==> src/rtl/pctmr_pkg.sv <==
package pctmr_pkg;
  typedef enum logic [1:0] {
    WM_STRAIGHT = 2'd0,
    WM_SYM_FULL = 2'd1,
    WM_SYM_CMPA = 2'd2,
    WM_SPARE    = 2'd3
  } wave_mode_e;

  typedef enum logic [1:0] {
    OM_OFF    = 2'd0,
    OM_TOGGLE = 2'd1,
    OM_NONINV = 2'd2,
    OM_INV    = 2'd3
  } out_mode_e;

  localparam logic [1:0] ADDR_CNT   = 2'd0;
  localparam logic [1:0] ADDR_CMPA  = 2'd1;
  localparam logic [1:0] ADDR_CMPB  = 2'd2;
  localparam logic [1:0] ADDR_FLAGS = 2'd3;

  // log2 of the division picked by a clock-select code (code 0 and 1: none)
  function automatic int unsigned div_shift(input logic [2:0] sel);
    case (sel)
      3'd2:    return 3;
      3'd3:    return 5;
      3'd4:    return 6;
      3'd5:    return 7;
      3'd6:    return 8;
      3'd7:    return 10;
      default: return 0;
    endcase
  endfunction
endpackage

==> src/rtl/pctmr_prescaler.sv <==
module pctmr_prescaler #(
  parameter int PRE_W = 10
) (
  input  logic       clk,
  input  logic       rst,
  input  logic [2:0] sel,
  output logic       tick
);
  import pctmr_pkg::*;

  logic [PRE_W-1:0] pre_q;
  logic [PRE_W:0]   span;
  logic [PRE_W:0]   span_m1;
  logic [PRE_W-1:0] mask;
  logic             run;

  assign run = (sel != 3'd0);

  always_comb begin
    span    = (PRE_W+1)'(1) << div_shift(sel);
    span_m1 = span - 1'b1;
    mask    = span_m1[PRE_W-1:0];
  end

  // a step is due whenever the selected low bits of the free counter are all ones
  assign tick = run && ((pre_q & mask) == mask);

  always_ff @(posedge clk) begin
    if (rst)      pre_q <= '0;
    else if (run) pre_q <= pre_q + 1'b1;
  end
endmodule

==> src/rtl/pctmr_counter.sv <==
module pctmr_counter #(
  parameter int W = 8
) (
  input  logic         clk,
  input  logic         rst,
  input  logic         tick,
  input  logic         pc_en,
  input  logic [W-1:0] top_val,
  input  logic         cnt_wr,
  input  logic [W-1:0] wr_val,
  input  logic         ovf_clr,
  output logic [W-1:0] cnt_q,
  output logic         evt,
  output logic         eff_up,
  output logic         turn_top,
  output logic         bot_hit,
  output logic         ovf_q
);
  localparam logic [W-1:0] BOT = '0;
  localparam logic [W-1:0] ONE = W'(1);

  logic         dir_up_q;
  logic [W-1:0] cnt_nxt;
  logic         dir_nxt;
  logic         at_turn;

  assign evt = tick && !cnt_wr;

  always_comb begin
    cnt_nxt = cnt_q;
    dir_nxt = dir_up_q;
    at_turn = 1'b0;
    if (!pc_en) begin
      cnt_nxt = cnt_q + 1'b1;
      dir_nxt = 1'b1;
    end else if (dir_up_q) begin
      if (cnt_q >= top_val) begin
        at_turn = 1'b1;
        dir_nxt = 1'b0;
        cnt_nxt = (cnt_q == BOT) ? BOT : cnt_q - 1'b1;
      end else begin
        cnt_nxt = cnt_q + 1'b1;
      end
    end else begin
      if (cnt_q == BOT) begin
        dir_nxt = 1'b1;
        cnt_nxt = (top_val == BOT) ? BOT : ONE;
      end else begin
        cnt_nxt = cnt_q - 1'b1;
      end
    end
  end

  // heading the counter takes after this step; the bottom step counts as rising
  assign eff_up   = !pc_en || (dir_up_q && (cnt_q < top_val)) || (!dir_up_q && (cnt_q == BOT));
  assign turn_top = evt && pc_en && at_turn;
  assign bot_hit  = evt && (cnt_nxt == BOT) && (cnt_q != BOT);

  always_ff @(posedge clk) begin
    if (rst) begin
      cnt_q    <= BOT;
      dir_up_q <= 1'b1;
      ovf_q    <= 1'b0;
    end else begin
      if (cnt_wr)   cnt_q <= wr_val;
      else if (evt) cnt_q <= cnt_nxt;

      if (!pc_en)   dir_up_q <= 1'b1;
      else if (evt) dir_up_q <= dir_nxt;

      if (bot_hit)      ovf_q <= 1'b1;
      else if (ovf_clr) ovf_q <= 1'b0;
    end
  end
endmodule

==> src/rtl/pctmr_cmp_chan.sv <==
module pctmr_cmp_chan #(
  parameter int W = 8
) (
  input  logic         clk,
  input  logic         rst,
  input  logic         buf_wr,
  input  logic [W-1:0] wr_val,
  input  logic         evt,
  input  logic [W-1:0] cnt,
  input  logic         eff_up,
  input  logic         pc_en,
  input  logic         top_load,
  input  logic [1:0]   out_mode,
  input  logic         toggle_ok,
  input  logic         flag_clr,
  output logic [W-1:0] buf_q,
  output logic [W-1:0] act_q,
  output logic         flag_q,
  output logic         pwm_q
);
  import pctmr_pkg::*;

  out_mode_e om;
  logic      match;
  logic      load;
  logic      pwm_nxt;

  assign om    = out_mode_e'(out_mode);
  assign match = evt && (cnt == act_q);
  assign load  = pc_en ? top_load : 1'b1;

  always_comb begin
    pwm_nxt = pwm_q;
    case (om)
      OM_OFF:    pwm_nxt = 1'b0;
      OM_TOGGLE: begin
        if (!toggle_ok) pwm_nxt = 1'b0;
        else if (match) pwm_nxt = !pwm_q;
      end
      OM_NONINV: if (match) pwm_nxt = pc_en ? !eff_up : 1'b0;
      OM_INV:    if (match) pwm_nxt = pc_en ? eff_up : 1'b1;
      default:   pwm_nxt = 1'b0;
    endcase
  end

  always_ff @(posedge clk) begin
    if (rst) begin
      buf_q  <= '0;
      act_q  <= '0;
      flag_q <= 1'b0;
      pwm_q  <= 1'b0;
    end else begin
      if (buf_wr) buf_q <= wr_val;
      if (load)   act_q <= buf_q;
      if (match)         flag_q <= 1'b1;
      else if (flag_clr) flag_q <= 1'b0;
      pwm_q <= pwm_nxt;
    end
  end
endmodule

==> src/rtl/phase_pwm_timer.sv <==
module phase_pwm_timer #(
  parameter int W     = 8,
  parameter int PRE_W = 10
) (
  input  logic         clk,
  input  logic         rst,
  input  logic         wr_en,
  input  logic [1:0]   wr_addr,
  input  logic [W-1:0] wr_data,
  input  logic [1:0]   rd_addr,
  output logic [W-1:0] rd_data,
  input  logic [2:0]   clk_sel,
  input  logic [1:0]   wave_mode,
  input  logic [1:0]   out_mode_a,
  input  logic [1:0]   out_mode_b,
  output logic         pwm_a,
  output logic         pwm_b,
  output logic         ovf_flag,
  output logic         cmp_flag_a,
  output logic         cmp_flag_b
);
  import pctmr_pkg::*;

  localparam int NCH = 2;

  wave_mode_e   wm;
  logic         pc_en;
  logic         top_from_a;
  logic [W-1:0] top_val;
  logic         tick;
  logic         evt;
  logic         eff_up;
  logic         turn_top;
  logic         bot_hit;
  logic         ovf_q;
  logic [W-1:0] cnt_q;
  logic         cnt_wr;
  logic         flag_wr;

  logic [W-1:0]   buf_v [NCH];
  logic [W-1:0]   act_v [NCH];
  logic [1:0]     om_v  [NCH];
  logic [NCH-1:0] flag_v;
  logic [NCH-1:0] pwm_v;
  logic [NCH-1:0] buf_wr;
  logic [NCH-1:0] flag_clr;
  logic [NCH-1:0] tog_ok;
  logic [W-1:0]   rd_q;

  assign wm         = wave_mode_e'(wave_mode);
  assign pc_en      = (wm == WM_SYM_FULL) || (wm == WM_SYM_CMPA);
  assign top_from_a = (wm == WM_SYM_CMPA);
  assign top_val    = top_from_a ? act_v[0] : '1;
  assign cnt_wr     = wr_en && (wr_addr == ADDR_CNT);
  assign flag_wr    = wr_en && (wr_addr == ADDR_FLAGS);
  assign om_v[0]    = out_mode_a;
  assign om_v[1]    = out_mode_b;

  pctmr_prescaler #(.PRE_W(PRE_W)) u_pre (
    .clk (clk),
    .rst (rst),
    .sel (clk_sel),
    .tick(tick)
  );

  pctmr_counter #(.W(W)) u_cnt (
    .clk     (clk),
    .rst     (rst),
    .tick    (tick),
    .pc_en   (pc_en),
    .top_val (top_val),
    .cnt_wr  (cnt_wr),
    .wr_val  (wr_data),
    .ovf_clr (flag_wr && wr_data[0]),
    .cnt_q   (cnt_q),
    .evt     (evt),
    .eff_up  (eff_up),
    .turn_top(turn_top),
    .bot_hit (bot_hit),
    .ovf_q   (ovf_q)
  );

  for (genvar i = 0; i < NCH; i++) begin : g_ch
    assign buf_wr[i]   = wr_en && (wr_addr == 2'(ADDR_CMPA + i));
    assign flag_clr[i] = flag_wr && wr_data[1+i];
    // only channel A may toggle while the ceiling is its own compare value
    assign tog_ok[i]   = !pc_en || ((i == 0) && top_from_a);

    pctmr_cmp_chan #(.W(W)) u_ch (
      .clk      (clk),
      .rst      (rst),
      .buf_wr   (buf_wr[i]),
      .wr_val   (wr_data),
      .evt      (evt),
      .cnt      (cnt_q),
      .eff_up   (eff_up),
      .pc_en    (pc_en),
      .top_load (turn_top),
      .out_mode (om_v[i]),
      .toggle_ok(tog_ok[i]),
      .flag_clr (flag_clr[i]),
      .buf_q    (buf_v[i]),
      .act_q    (act_v[i]),
      .flag_q   (flag_v[i]),
      .pwm_q    (pwm_v[i])
    );
  end

  always_ff @(posedge clk) begin
    if (rst) rd_q <= '0;
    else begin
      case (rd_addr)
        ADDR_CNT:  rd_q <= cnt_q;
        ADDR_CMPA: rd_q <= buf_v[0];
        ADDR_CMPB: rd_q <= buf_v[1];
        default:   rd_q <= {{(W-3){1'b0}}, flag_v[1], flag_v[0], ovf_q};
      endcase
    end
  end

  assign rd_data    = rd_q;
  assign pwm_a      = pwm_v[0];
  assign pwm_b      = pwm_v[1];
  assign ovf_flag   = ovf_q;
  assign cmp_flag_a = flag_v[0];
  assign cmp_flag_b = flag_v[1];
endmodule

==> config.mk <==
export PLATFORM = sky130hd
export DESIGN_NAME = phase_pwm_timer
export DESIGN_NICKNAME = d
export VERILOG_FILES = /design/src/rtl/pctmr_pkg.sv /design/src/rtl/pctmr_prescaler.sv /design/src/rtl/pctmr_counter.sv /design/src/rtl/pctmr_cmp_chan.sv /design/src/rtl/phase_pwm_timer.sv
export SDC_FILE = /design/constraint.sdc
export NUM_CORES = 1
export LEC_CHECK = 0
export BUFFER_PORTS_ARGS = -buffer_cell sky130_fd_sc_hd__buf_2
export CORE_AREA = 2 2 74 94
export DETAILED_ROUTE_END_ITERATION = 10
export DIE_AREA = 0 0 76 96
export GPL_TIMING_DRIVEN = 0
export PLACE_DENSITY_LB_ADDON = 0.25
export RECOVER_POWER = 100
export SLEW_MARGIN = 5
export SYNTH_ARGS = -nofsm -noshare
export SYNTH_HDL_FRONTEND = slang
export SYNTH_SLANG_ARGS = --single-unit
==> constraint.sdc <==
create_clock -name clk -period 4.26 [get_ports clk]
set_input_delay 0.426 -clock clk [delete_from_list [all_inputs] [get_ports clk]]
set_output_delay 0.426 -clock clk [all_outputs]
set_load 0.01 [all_outputs]
==> run metrics <==
simple-gate share of the synthesized area 20.4%; total vias in the final route 3338; Max Root-Sink Buffers 2; post_cts resized 0; CTS Buf Count 9; final setup vio count 0; sequential share of the synthesized area 35.0%; CTS tree yes; number of top-level pins 37; post-synthesis mux area share 13.1%; pwr dens 352 mW/mm^2; Setup crit end kind register; Max IR drop VDD around 340 uV; Min-Delay Path Class input pin to register; vias in the first global route 3226; Layout area overhead 12.5%; max-cap violation count 0; row cnt 33; die area 0.00730 sq mm; hold path endpoint g_ch[0].u_ch.buf_q[1]$_SDFFE_PP0P_; placer congestion estimate roughly 0.9; gr usage total 27.9%; Crit Path Category register to register; xor and xnor area share after synthesis 6.94%; input/output buffers 33; Synth cell types 63; Max-slew headroom 25.7%; grt ovf 0; Synth Register Bits 64; Slew @ Worst Pin 1110 ps; critical path peak fanout 10; Layout Nets 504; Post-synth EDFFs 0; status complete, no violations; Pins Over Slew Limit 0; final WL 9840 microns; Die X 76 microns; R2R Path Start u_cnt.cnt_q[0]$_SDFFE_PP0P_; Synth Area in Adders 4.78%; FF-to-FF path depth 10; global-route wire length before repair 15600 microns; # diodes 0; pin count of the biggest net entering global routing 13; core area 0.00640 sq mm; Pre-antenna DRT Iters 5; # clock sinks 64; cells after synthesis about 420; Antenna Nets Post-Route 0; Worst EP required 4490 ps; initial antenna violation count 0; Worst Hold Launch wr_data[1]; DRT iter0 DRCs 288; synthesized cell area 0.00366 sq mm; compound-cell area share of the yosys netlist 15.7%; worst r2r dst g_ch[0].u_ch.act_q[2]$_SDFFE_PP0P_; Async SR Flop Fraction 0%; setup slack, reg-to-reg roughly 370 ps; dpl ws about 660 ps; syn_area_per_cell 8.68 sq um; P_leak 0.00182 uW; Post-CTS Hold Buffers 0; syn nets 460; Initial Utilization between 50% and 60%; Hold Vio Cnt, Final 0; RSZ-0062 raised after global routing false; largest family of logic cells by synthesized area simple AND/OR/NAND/NOR gates; Clock Latency Late Sink 360 ps; Tmin final 3890 ps; clock slew at reported path FFs around 80 ps; H-tree Lvls 3; CP arrival just over 4000 ps; Hold Crit Depth 3; CTS root buf clkbuf_8; Synth Flop Type dfxtp_1; Remaining DRCs 0; CP Launch Type register; Die Height 96 microns; post-DR wirelength/cell 17.6 microns; Fmax 257 MHz; fillers around 540; vias per inst about 6.0; Synthesis Warnings 0; post-DP HPWL 7150 microns; Final WS setup 372 ps; Setup Buffers After CTS 0; share of layout cells above drive strength 1 9.98%; Period Utilization, post-route 91.3%; setup TNS 0 ps; clk_skew about 10 ps
-- Yosys cell counts (2+ instances only) --
master / number / area [sq um]
dfxtp_1: 64 / 1280
nor2_1: 61 / 229
mux2i_1: 40 / 400
nand2_1: 23 / 86.3
xor2_1: 23 / 201
a21oi_1: 22 / 110
o21ai_0: 18 / 90.1
clkbuf_1: 16 / 60.1
ha_1: 14 / 175
inv_1: 12 / 45.0
nor2b_1: 11 / 68.8
nand3_1: 9 / 45.0
a211oi_1: 7 / 52.6
nor3_1: 7 / 35.0
nor4_1: 6 / 37.5
xnor2_1: 6 / 52.6
and2_1: 5 / 31.3
and3_1: 5 / 31.3
nand2b_1: 5 / 31.3
buf_1: 4 / 15.0
o2111ai_1: 4 / 35.0
and4_1: 3 / 26.3
mux4_2: 3 / 67.6
o211ai_1: 3 / 22.5
a2111o_1: 2 / 22.5
a21boi_0: 2 / 15.0
a311o_1: 2 / 20.0
a31o_2: 2 / 17.5
a31oi_1: 2 / 12.5
nand3b_1: 2 / 15.0
nand4b_1: 2 / 17.5
nor3b_1: 2 / 15.0
o21ai_1: 2 / 10.0
o21bai_1: 2 / 15.0
o31ai_1: 2 / 15.0
or3_1: 2 / 12.5
-- worst max-delay path by stage --
stage,startpoint,endpoint,slack [ps],cells after the start
finish,u_cnt.cnt_q[0]$_SDFFE_PP0P_,g_ch[0].u_ch.act_q[2]$_SDFFE_PP0P_,370,10
floorplan,u_cnt.cnt_q[0]$_SDFFE_PP0P_,u_cnt.ovf_q$_SDFFE_PP0P_,1210,11
global route,u_cnt.cnt_q[0]$_SDFFE_PP0P_,g_ch[0].u_ch.act_q[2]$_SDFFE_PP0P_,190,10
CTS,u_cnt.cnt_q[0]$_SDFFE_PP0P_,u_cnt.ovf_q$_SDFFE_PP0P_,600,11
global placement,u_cnt.cnt_q[0]$_SDFFE_PP0P_,u_cnt.ovf_q$_SDFFE_PP0P_,700,11
detailed placement,u_cnt.cnt_q[0]$_SDFFE_PP0P_,u_cnt.ovf_q$_SDFFE_PP0P_,660,11
-- worst max-delay path: stages, from the launching register on --
cell	delay (ps)
dfxtp_1	390
clkbuf_1	470
inv_1	170
ha_1	320
nand2b_1	140
a2111o_1	430
a31o_2	250
a31oi_1	810
clkbuf_2	480
mux2i_1	240
nor2_1	50
-- per-layer routing --
layer | vias up | track usage, % | wire length (microns)
li1 | 1590 | - | -
met1 | 1561 | 32.3 | 3890
met2 | 148 | 50.1 | 4820
met3 | 39 | 5.25 | 711
met4 | 0 | 14.1 | 410
met5 | - | 0 | 0
-- final cells by class --
| cell class | instances | area, sq um | area share, % |
|---|---|---|---|
| clock buffer | 10 | 138 | 3.34 |
| buffer | 24 | 98.8 | 2.40 |
| timing repair buffer | 33 | 145 | 3.52 |
| clock inverter | 6 | 91.3 | 2.22 |
| sequential | 64 | 1280 | 31.1 |
| inverter | 12 | 45.0 | 1.09 |
| multi-input combinational | 322 | 2210 | 53.7 |
| tap | 87 | 109 | 2.64 |
-- metrics by stage --
stage	instance area, sq um	util (%)	std cells	hold slack (ps)	total power [uW]
after floorplan	3660	-	422	474	790
after global placement	3940	61.5	542	476	848
after detailed placement	3940	61.5	542	481	854
after CTS	4160	65.1	558	363	1450
after global routing	4120	64.4	558	383	1490
final	4120	64.4	558	359	1450
-- logic make-up after synthesis --
| group | Yosys count |
|---|---|
| other | 1 |
| multiplexers | 44 |
| XOR/XNOR | 29 |
| AND/OR/NAND/NOR | 151 |
| AO/OA/AOI/OAI | 83 |
| flip-flops | 64 |
| buffers and inverters | 36 |
| adder cells (fa/ha/maj) | 14 |
-- cell usage in the layout, fill, tap and decap left out, types with 3 or more instances in the layout --
cell       count
and4_1         3
nor3_1         7
dfxtp_1       64
clkbuf_8      10
o21ai_0       20
and3_1         5
inv_1         12
a21oi_1       22
a211oi_1       7
ha_1          14
a31oi_1        3
mux4_2         3
and2_1         4
nand2_1       23
nor4_1         6
nand3_1        9
clkbuf_1      37
nor2_1        62
xor2_1        23
o211ai_1       3
nand2b_1       5
nor2b_1       11
xnor2_1        6
mux2i_1       40
buf_2         17
o2111ai_1      4
-- sequential cells by signal, indices dropped and copies added (netlist names) --
register,cells
g_ch.u_ch.act_q,16
g_ch.u_ch.buf_q,16
g_ch.u_ch.flag_q,2
g_ch.u_ch.pwm_q,2
rd_data,8
u_cnt.cnt_q,8
u_cnt.dir_up_q,1
u_cnt.ovf_q,1
u_pre.pre_q,10
-- where the power goes --
group | leakage (uW) | switching [uW] | internal, uW
Clock | 0.000117 | 258 | 348
Combinational | 0.00119 | 129 | 82.0
Sequential | 0.000519 | 15.5 | 616
Total | 0.00182 | 403 | 1050
No activity file was read; power rests on OpenSTA's default activity.
